## config.mk

```make
export PLATFORM = sky130hd
export DESIGN_NAME = rgmii_txclk_gen
export DESIGN_NICKNAME = d
export VERILOG_FILES = /design/src/rtl/rgtx_pkg.sv /design/src/rtl/rgtx_src_div.sv /design/src/rtl/rgtx_half_gen.sv /design/src/rtl/rgtx_phase_dly.sv /design/src/rtl/rgmii_txclk_gen.sv
export SDC_FILE = /design/constraint.sdc
export NUM_CORES = 1
export LEC_CHECK = 0
export BUFFER_PORTS_ARGS = -buffer_cell sky130_fd_sc_hd__buf_2
export CELL_PAD_IN_SITES_DETAIL_PLACEMENT = 1
export CELL_PAD_IN_SITES_GLOBAL_PLACEMENT = 2
export CORE_UTILIZATION = 35
export DETAILED_ROUTE_END_ITERATION = 8
export GPL_TIMING_DRIVEN = 0
export PLACE_DENSITY = 0.79
export SETUP_SLACK_MARGIN = 0.15
export SLEW_MARGIN = 5
export SYNTH_ARGS = -nofsm -noshare
export SYNTH_HDL_FRONTEND = slang
export SYNTH_SLANG_ARGS = --single-unit
```

## constraint.sdc

```tcl
create_clock -name clk -period 2.6 [get_ports clk]
set_input_delay 0.26 -clock clk [delete_from_list [all_inputs] [get_ports clk]]
set_output_delay 0.26 -clock clk [all_outputs]
set_load 0.01 [all_outputs]
```

## src/rtl/rgtx_pkg.sv

```systemverilog
package rgtx_pkg;

  // field positions inside the configuration word
  localparam int CFG_W        = 11;
  localparam int CFG_SRC_BIT  = 4;
  localparam int CFG_DLY_LSB  = 5;
  localparam int CFG_DIV_LSB  = 7;
  localparam int CFG_GATE_BIT = 10;

  typedef enum logic [1:0] {
    SPD_10M  = 2'b00,
    SPD_100M = 2'b01,
    SPD_1G   = 2'b10,
    SPD_1G_X = 2'b11
  } speed_e;

  // one-based divide ratio, a zero field counts as one
  function automatic int div_ratio(input int field);
    return (field == 0) ? 1 : field;
  endfunction

  // half-period length in intermediate periods for a speed code
  function automatic int half_mult(input logic [1:0] code, input int mid_f, input int slow_f);
    case (speed_e'(code))
      SPD_100M: return mid_f;
      SPD_10M:  return slow_f;
      default:  return 1;
    endcase
  endfunction

endpackage

```

## src/rtl/rgtx_src_div.sv

```systemverilog
module rgtx_src_div #(
  parameter int DIV_W = 3
) (
  input  logic             clk,
  input  logic             rst,
  input  logic             tick_a,
  input  logic             tick_b,
  input  logic             src_sel,
  input  logic [DIV_W-1:0] div_field,
  input  logic             load,
  output logic             mid_tick,
  output logic [DIV_W-1:0] cnt_o
);
  localparam logic [DIV_W-1:0] ONE = DIV_W'(1);

  logic [DIV_W-1:0] ratio_q;
  logic [DIV_W-1:0] cnt_q;
  logic             tick_sel;
  logic [DIV_W-1:0] ratio_new;

  assign tick_sel  = src_sel ? tick_b : tick_a;
  assign ratio_new = DIV_W'(rgtx_pkg::div_ratio(int'(div_field)));
  assign mid_tick  = tick_sel && (cnt_q >= (ratio_q - ONE));
  assign cnt_o     = cnt_q;

  always_ff @(posedge clk) begin
    if (rst) begin
      cnt_q   <= '0;
      ratio_q <= ratio_new;
    end else if (tick_sel) begin
      if (mid_tick) begin
        cnt_q <= '0;
        if (load) ratio_q <= ratio_new;
      end else begin
        cnt_q <= cnt_q + ONE;
      end
    end
  end
endmodule

```

## src/rtl/rgtx_half_gen.sv

```systemverilog
module rgtx_half_gen #(
  parameter int MID_F  = 5,
  parameter int SLOW_F = 50,
  parameter int HC_W   = $clog2(SLOW_F)
) (
  input  logic            clk,
  input  logic            rst,
  input  logic            mid_tick,
  input  logic [1:0]      spd_code,
  input  logic            gate_bit,
  output logic            raw_o,
  output logic            cfg_load,
  output logic            gate_q_o,
  output logic [1:0]      spd_q_o,
  output logic [HC_W-1:0] hcnt_o
);
  localparam logic [HC_W-1:0] ONE = HC_W'(1);

  logic [1:0]      spd_q;
  logic            gate_q;
  logic            raw_q;
  logic [HC_W-1:0] hcnt_q;
  logic [HC_W-1:0] half_lim;
  logic            half_end;

  assign half_lim = HC_W'(rgtx_pkg::half_mult(spd_q, MID_F, SLOW_F) - 1);
  assign half_end = mid_tick && (hcnt_q >= half_lim);
  assign cfg_load = half_end && !raw_q;

  always_ff @(posedge clk) begin
    if (rst) begin
      raw_q  <= 1'b0;
      hcnt_q <= '0;
      gate_q <= 1'b0;
      spd_q  <= spd_code;
    end else if (mid_tick) begin
      if (half_end) begin
        hcnt_q <= '0;
        if (raw_q) begin
          raw_q <= 1'b0;
        end else begin
          raw_q  <= gate_bit;
          gate_q <= gate_bit;
          spd_q  <= spd_code;
        end
      end else begin
        hcnt_q <= hcnt_q + ONE;
      end
    end
  end

  assign raw_o    = raw_q;
  assign gate_q_o = gate_q;
  assign spd_q_o  = spd_q;
  assign hcnt_o   = hcnt_q;
endmodule

```

## src/rtl/rgtx_phase_dly.sv

```systemverilog
module rgtx_phase_dly #(
  parameter int DLY_W = 2
) (
  input  logic             clk,
  input  logic             rst,
  input  logic             mid_tick,
  input  logic             raw,
  input  logic [DLY_W-1:0] dly_field,
  output logic             tx_o,
  output logic             idle_o,
  output logic [DLY_W-1:0] dly_q_o
);
  localparam int DEPTH = (1 << DLY_W) - 1;

  logic             dl_q [DEPTH];
  logic [DLY_W-1:0] dly_q;
  logic             tx_q;
  logic             tap;
  logic             any_dl;

  for (genvar s = 0; s < DEPTH; s++) begin : g_stage
    if (s == 0) begin : g_first
      always_ff @(posedge clk) begin
        if (rst)           dl_q[s] <= 1'b0;
        else if (mid_tick) dl_q[s] <= raw;
      end
    end else begin : g_next
      always_ff @(posedge clk) begin
        if (rst)           dl_q[s] <= 1'b0;
        else if (mid_tick) dl_q[s] <= dl_q[s-1];
      end
    end
  end

  always_comb begin
    tap    = raw;
    any_dl = 1'b0;
    for (int k = 0; k < DEPTH; k++) begin
      any_dl = any_dl | dl_q[k];
      if (int'(dly_q) == k + 1) tap = dl_q[k];
    end
  end

  assign idle_o = !raw && !any_dl && !tx_q;

  always_ff @(posedge clk) begin
    if (rst) begin
      tx_q  <= 1'b0;
      dly_q <= dly_field;
    end else begin
      tx_q <= tap;
      if (idle_o) dly_q <= dly_field;
    end
  end

  assign tx_o    = tx_q;
  assign dly_q_o = dly_q;
endmodule

```

## src/rtl/rgmii_txclk_gen.sv

```systemverilog
module rgmii_txclk_gen #(
  parameter int DIV_W       = 3,
  parameter int DLY_W       = 2,
  parameter int MID_FACTOR  = 5,
  parameter int SLOW_FACTOR = 50
) (
  input  logic                      clk,
  input  logic                      rst,
  input  logic                      par_tick_a_i,
  input  logic                      par_tick_b_i,
  input  logic [rgtx_pkg::CFG_W-1:0] cfg_i,
  input  logic [1:0]                speed_i,
  output logic                      tx_clk_o
);
  localparam int HC_W = $clog2(SLOW_FACTOR);

  logic             src_sel;
  logic [DIV_W-1:0] div_field;
  logic [DLY_W-1:0] dly_field;
  logic             gate_bit;

  logic             mid_tick;
  logic             cfg_load;
  logic             raw;
  logic             gate_q;
  logic [1:0]       spd_q;
  logic [HC_W-1:0]  hcnt;
  logic [DIV_W-1:0] div_cnt;
  logic             idle;
  logic [DLY_W-1:0] dly_q;

  assign src_sel   = cfg_i[rgtx_pkg::CFG_SRC_BIT];
  assign div_field = cfg_i[rgtx_pkg::CFG_DIV_LSB +: DIV_W];
  assign dly_field = cfg_i[rgtx_pkg::CFG_DLY_LSB +: DLY_W];
  assign gate_bit  = cfg_i[rgtx_pkg::CFG_GATE_BIT];

  rgtx_src_div #(.DIV_W(DIV_W)) u_div (
    .clk       (clk),
    .rst       (rst),
    .tick_a    (par_tick_a_i),
    .tick_b    (par_tick_b_i),
    .src_sel   (src_sel),
    .div_field (div_field),
    .load      (cfg_load),
    .mid_tick  (mid_tick),
    .cnt_o     (div_cnt)
  );

  rgtx_half_gen #(.MID_F(MID_FACTOR), .SLOW_F(SLOW_FACTOR), .HC_W(HC_W)) u_half (
    .clk      (clk),
    .rst      (rst),
    .mid_tick (mid_tick),
    .spd_code (speed_i),
    .gate_bit (gate_bit),
    .raw_o    (raw),
    .cfg_load (cfg_load),
    .gate_q_o (gate_q),
    .spd_q_o  (spd_q),
    .hcnt_o   (hcnt)
  );

  rgtx_phase_dly #(.DLY_W(DLY_W)) u_dly (
    .clk       (clk),
    .rst       (rst),
    .mid_tick  (mid_tick),
    .raw       (raw),
    .dly_field (dly_field),
    .tx_o      (tx_clk_o),
    .idle_o    (idle),
    .dly_q_o   (dly_q)
  );
endmodule

```

Word level (Yosys, flattened, before mapping)
Memories as Yosys holds them, arrays and structs flattened.
Index checks and enable logic that the tools add are counted.
Widths: inputs -> output; s select.
- flip-flop bits (word level): 18
- memory bits (writable): 3
- input port bits: 17
- output and inout bits: 1
- logic and storage cells: 69
- memories: 1
- add/subtract/negate cells: 4
- order comparisons: 2
- equality and inequality tests: 5
- mux-type cells: 27
- bitwise operators: 5
- reduce and logical (&&, ||, !) cells: 18
- memory list (name ; words ; bits a word ; rd ports ; clocked after Yosys merged registers in ; wr ports ; RTL line ; RTL):
    u_dly.dl_q ; 3 ; 1 ; 3 ; 0 ; 3 ; rgtx_phase_dly.sv:15 ; logic dl_q [DEPTH];
- operators with widths (cell ; count):
    $mux 3 ; 6
    $mux 1 ; 13
    $mux 2 ; 6
    $pmux 6 s2 ; 1
    $reduce_bool 2->1 ; 5
    $add 6x1->6 const B ; 1
    $ge 6x6->1 ; 1
    $mux 6 ; 1
    $reduce_and 3->1 ; 2
    $sub 6x1->6 const B ; 1
    $logic_and 1x1->1 ; 5
    $or 1x1->1 ; 5
    $eq 2x1->1 const B ; 2
    $eq 2x2->1 const B ; 2
    $add 3x1->3 const B ; 1
    $ge 3x3->1 ; 1
    $logic_not 1->1 ; 3
    $logic_not 3->1 ; 1
    $sub 3x1->3 const B ; 1
    $logic_not 2->1 ; 1
    $ne 2x2->1 const B ; 1
    $reduce_and 2->1 ; 1

Longest topological paths before layout
- depth after elaboration: 10
- gate-level depth with buffers: 10
- mapped depth without buffers: 9

Cells and area by module
Synthesis repeated with hierarchy kept, for this count alone.
- cells, all modules: 109
- area, all modules: 1184.9 µm²
- by module, submodules not included (module ; instances ; cells an instance ; area an instance (µm²)):
    rgtx_half_gen ; 1 ; 57 ; 560.5
    rgtx_src_div ; 1 ; 36 ; 366.6
    rgtx_phase_dly ; 1 ; 16 ; 257.7

Worst setup path before layout
No wires, ideal clock.
- kind: reg-to-reg
- start point: register u_half.spd_q[1] (netlist: u_half.spd_q_o[1])
- end point: register u_div.ratio_q[0] (enable)
- data arrival time: 1.891 ns
- path slack: 0.354 ns
- stages on the path, launching flop included: 7
- buffers on the path: 1
- cells stage by stage: edfxtp_1 or2_2 ha_1 nand4_1 o221a_2 clkbuf_1 o31ai_1
- longest elaborated chain between the ends: 8
- elaborated cells between the ends (all ways): 9
- RTL lines (element ; RTL line ; RTL):
    start, declared ; rgtx_half_gen.sv:19 ; logic [1:0] spd_q;
    start signal, assigned ; rgtx_half_gen.sv:35 ; spd_q <= spd_code;
    start signal, assigned ; rgtx_half_gen.sv:44 ; spd_q <= spd_code;
    $eq 2x1->1 or $logic_not 2->1 (tied branches) ; rgtx_pkg.sv:24 ; case (speed_e'(code))
    $pmux 6 s2 * ; rgtx_pkg.sv:24 ;
    $sub 6x1->6 * ; rgtx_half_gen.sv:26 ; assign half_lim = HC_W'(rgtx_pkg::half_mult(spd_q, MID_F, SLOW_F) - 1);
    $ge 6x6->1 * ; rgtx_half_gen.sv:27 ; assign half_end = mid_tick && (hcnt_q >= half_lim);
    $logic_and 1x1->1 * ; rgtx_half_gen.sv:27 ;
    $logic_and 1x1->1 * ; rgtx_half_gen.sv:28 ; assign cfg_load = half_end && !raw_q;
    $reduce_bool 2->1 (no line) * ; -- ;
    $reduce_and 3->1 (no line) * ; -- ;
    end signal, assigned ; rgtx_src_div.sv:29 ; ratio_q <= ratio_new;
    end signal, assigned ; rgtx_src_div.sv:33 ; if (load) ratio_q <= ratio_new;
    end, declared ; rgtx_src_div.sv:16 ; logic [DIV_W-1:0] ratio_q;
Mark *: on every way between the ends. The rest lies on a longest branch, timed or not.
A chain may end at the register's enable or synchronous reset.

Worst setup path after layout
- start point: register u_half.spd_q[1] (netlist: u_half.spd_q_o[1])
- end point: register u_div.ratio_q[1] (enable)
Same word-level chain as after synthesis.

==> impl_metrics.json <==
{
  "outcome": "finished, final reports clean",
  "period_minus_slack_ps": 2320,
  "area_delta_synth_final_pct": 14.0,
  "internal_power_uw": 479,
  "ioPinCount": 18,
  "reg2regPathDepth": 6,
  "path_clk_slew_ps": 120,
  "dieArea_um2": 3600,
  "crit_start": "u_half.spd_q_o[1]",
  "netlist.area_leader.share_pct": 25.5,
  "grt_max_degree": 14,
  "coreArea_um2": 3130,
  "ys_warn_count": 0,
  "crit_path_end_kind": "flip-flop",
  "avgSynthCellArea_um2": 10.2,
  "drv_slew": 0,
  "crit_path_top_delay_cell": "edfxtp_1",
  "max_stage_delay_ps": 390,
  "critPathMaxFanout": 10,
  "drt_iter0_drc": 24,
  "path_cells": "or2_2 > ha_1 > nand4_1 > o221a_2 > clkbuf_2 > o31ai_2",
  "gr-total-overflow": 0,
  "setup_viol": 0,
  "grt_usage_pct": 15.6,
  "powerDensity_nw_per_um2": 496,
  "wl_per_cell_um": 13.6,
  "timing.rr.end": "u_div.ratio_q[1]",
  "switchingPower_uw": 188,
  "path_class": "flip-flop to flip-flop",
  "tns_ps": 0,
  "drive_gt1_share_pct": 20.9,
  "p_sw_share_pct": 28.1,
  "synthTopCellsByArea": "edfxtp_1 25%, dfxtp_1 19%, ha_1 13%, a21oi_1 3.8%, nand3_1 3.8%",
  "cts_buffers": 3,
  "final_net_count": 164,
  "reg2reg_from": "u_half.spd_q_o[1]",
  "drv_cap": 0,
  "hold_viol": 0,
  "clock_power_share_pct": 24.8,
  "irDropWorstVdd_v": 0.000287,
  "dr.pass1.iters": 4,
  "ff2ff_setup_slack_ps": 280,
  "fmax_mhz": 432,
  "grt_pass1_wl_um": 4130,
  "dieWidth_um": 60.0,
  "root_buffer": "clkbuf_4",
  "rsz0062_at_grt": "false",
  "io_buffers": 13,
  "ys_seq_area_share_pct": 44.2,
  "total_leakage_power_nw": 0.557,
  "arrival_ps": 2310,
  "synth_cell_type_count": 36,
  "syn_area_um2": 1180,
  "start_util_pct": 37.7,
  "clkLatencyLatePin_ps": 310,
  "p_seq_share_pct": 56.9,
  "yosysMostFrequentCell": "ha_1",
  "antenna_found_initial": 0,
  "startpoint_type": "flip-flop",
  "vias_per_cell": 5.11,
  "async_flop_share_pct": 0,
  "netlist_instances": 116,
  "cts_tree": "built",
  "grt_pass1_vias": 930,
  "cts_sinks": 21,
  "post-place-cells": 174,
  "finClkSkew_ps": 2.71,
  "layout.cells.non_filler": 178,
  "row_count": 20,
  "wl_um": 2420,
  "drc": 0,
  "finalWeightedCongestion": 0.698,
  "combPwrFrac_pct": 18.3,
  "antenna_left": 0,
  "fin_crit_sh_pct": 89.1,
  "ys.flop_type": "dfxtp_1",
  "hold_buffers": 0,
  "fin_ws_ps": 283,
  "dr_total_vias": 909,
  "clockBufferDepth": 2,
  "crit_path_end": "u_div.ratio_q[1]",
  "synth_largest_area_cell": "edfxtp_1",
  "post-place-ws_ps": 81.5,
  "ys_ff_latch": 21,
  "die_y_um": 60.0,
  "worstPathRequired_ps": 2600,
  "diodes": 0,
  "synthTopCellsByCount": "12 x ha_1, 11 x dfxtp_1, 10 x edfxtp_1, 9 x a21oi_1, 9 x nand3_1",
  "synth_edf_count": 10,
  "hold_start": "cfg_i[6]",
  "htree_levels": 1,
  "hpwl_um": 1890,
  "hp-class": "input pin to flip-flop"
}
## flip-flops by register name (all words and copies together), names as in the netlist
register	flops
u_half.raw_o	1
u_half.hcnt_o	6
u_half.spd_q_o	2
u_dly.tx_o	1
u_dly.dl_q	3
u_div.ratio_q	3
u_dly.dly_q_o	2
u_div.cnt_o	3
## how the worst min path moves through the flow
stage,endpoint,depth (start not counted)
detailed placement,u_dly.dly_q_o[0],1
finish,u_dly.dly_q_o[1],1
CTS,u_dly.dly_q_o[0],1
global route,u_dly.dly_q_o[1],1
global placement,u_dly.dly_q_o[0],1
floorplan,u_dly.dly_q_o[0],0
## critical path, delay by kind of cell, from the launching register on
kind / cells / cell delay, ps
compound gates: 2 / 650
simple gates: 2 / 420
flops: 1 / 390
fa+ha+maj: 1 / 320
buf+inv: 1 / 210
## per-stage QoR
step / instance area (um^2) / hold WS [ps] / total power, mW / util (%)
3_3_place_gp: 1300 / 437 / 0.497 / 41.6
4_1_cts: 1340 / 95.9 / 0.676 / 42.8
6_report: 1340 / 113 / 0.667 / 43.0
5_1_grt: 1340 / 86.8 / 0.708 / 43.0
3_5_place_dp: 1300 / 438 / 0.507 / 41.6
2_1_floorplan: 1180 / 359 / 0.467 / -
## repair_timing
| action | 4_1_cts | 5_1_grt |
|---|---|---|
| endpoints found under the setup margin | 3 | 9 |
| buffers inserted | 0 | 0 |
| resized for setup | 1 | 4 |
## logic make-up after synthesis
family / synth area share [%]
AOI/OAI and AO/OA: 11.8
xor gates and xnor gates: 0.743
adders and majority gates: 12.7
buffers and inverters: 5.41
DFF: 44.2
muxes: 3.93
other: 0.318
and+or+nand+nor: 20.9
## layer usage
metal  global-route usage (%)  vias to the layer above  share of wire [%]
li1                         -                      462                  -
met1                     20.1                      430                 47
met2                     26.8                       15                 49
met3                     3.90                        2                2.9
met4                     2.33                        0               0.95
met5                        0                        -                  0
## cell usage in the layout (no fill, tap or decap), types with 2 or more instances in the layout
| master | count |
|---|---|
| dfxtp_1 | 11 |
| inv_1 | 8 |
| nor3b_1 | 2 |
| nor2_1 | 4 |
| nand2_1 | 5 |
| o31ai_2 | 2 |
| edfxtp_1 | 10 |
| o21ai_0 | 3 |
| clkbuf_4 | 3 |
| nand3_1 | 9 |
| buf_2 | 13 |
| nand2b_1 | 3 |
| and3_1 | 4 |
| ha_1 | 12 |
| nor3_1 | 3 |
| clkbuf_1 | 5 |
| nand4_1 | 4 |
| conb_1 | 2 |
| a21oi_1 | 9 |
## power groups by stage
stage | clock network, mW | registers (mW) | logic (mW)
after global placement | 0 | 0.386 | 0.111
after floorplan | 0 | 0.384 | 0.0839
after detailed placement | 0 | 0.387 | 0.120
after global routing | 0.187 | 0.382 | 0.139
after CTS | 0.174 | 0.379 | 0.123
final | 0.165 | 0.380 | 0.122
## layout make-up
cell class / instances / area, um^2
Clock inverter: 1 / 7.51
Multi-Input combinational cell: 81 / 608
Tap cell: 44 / 55.1
Fill cell: 374 / 1780
Clock buffer: 3 / 22.5
Buffer: 7 / 35.0
Sequential cell: 21 / 520
Inverter: 8 / 30.0
Timing Repair Buffer: 13 / 65.1
No activity file was read; power rests on OpenSTA's default activity.
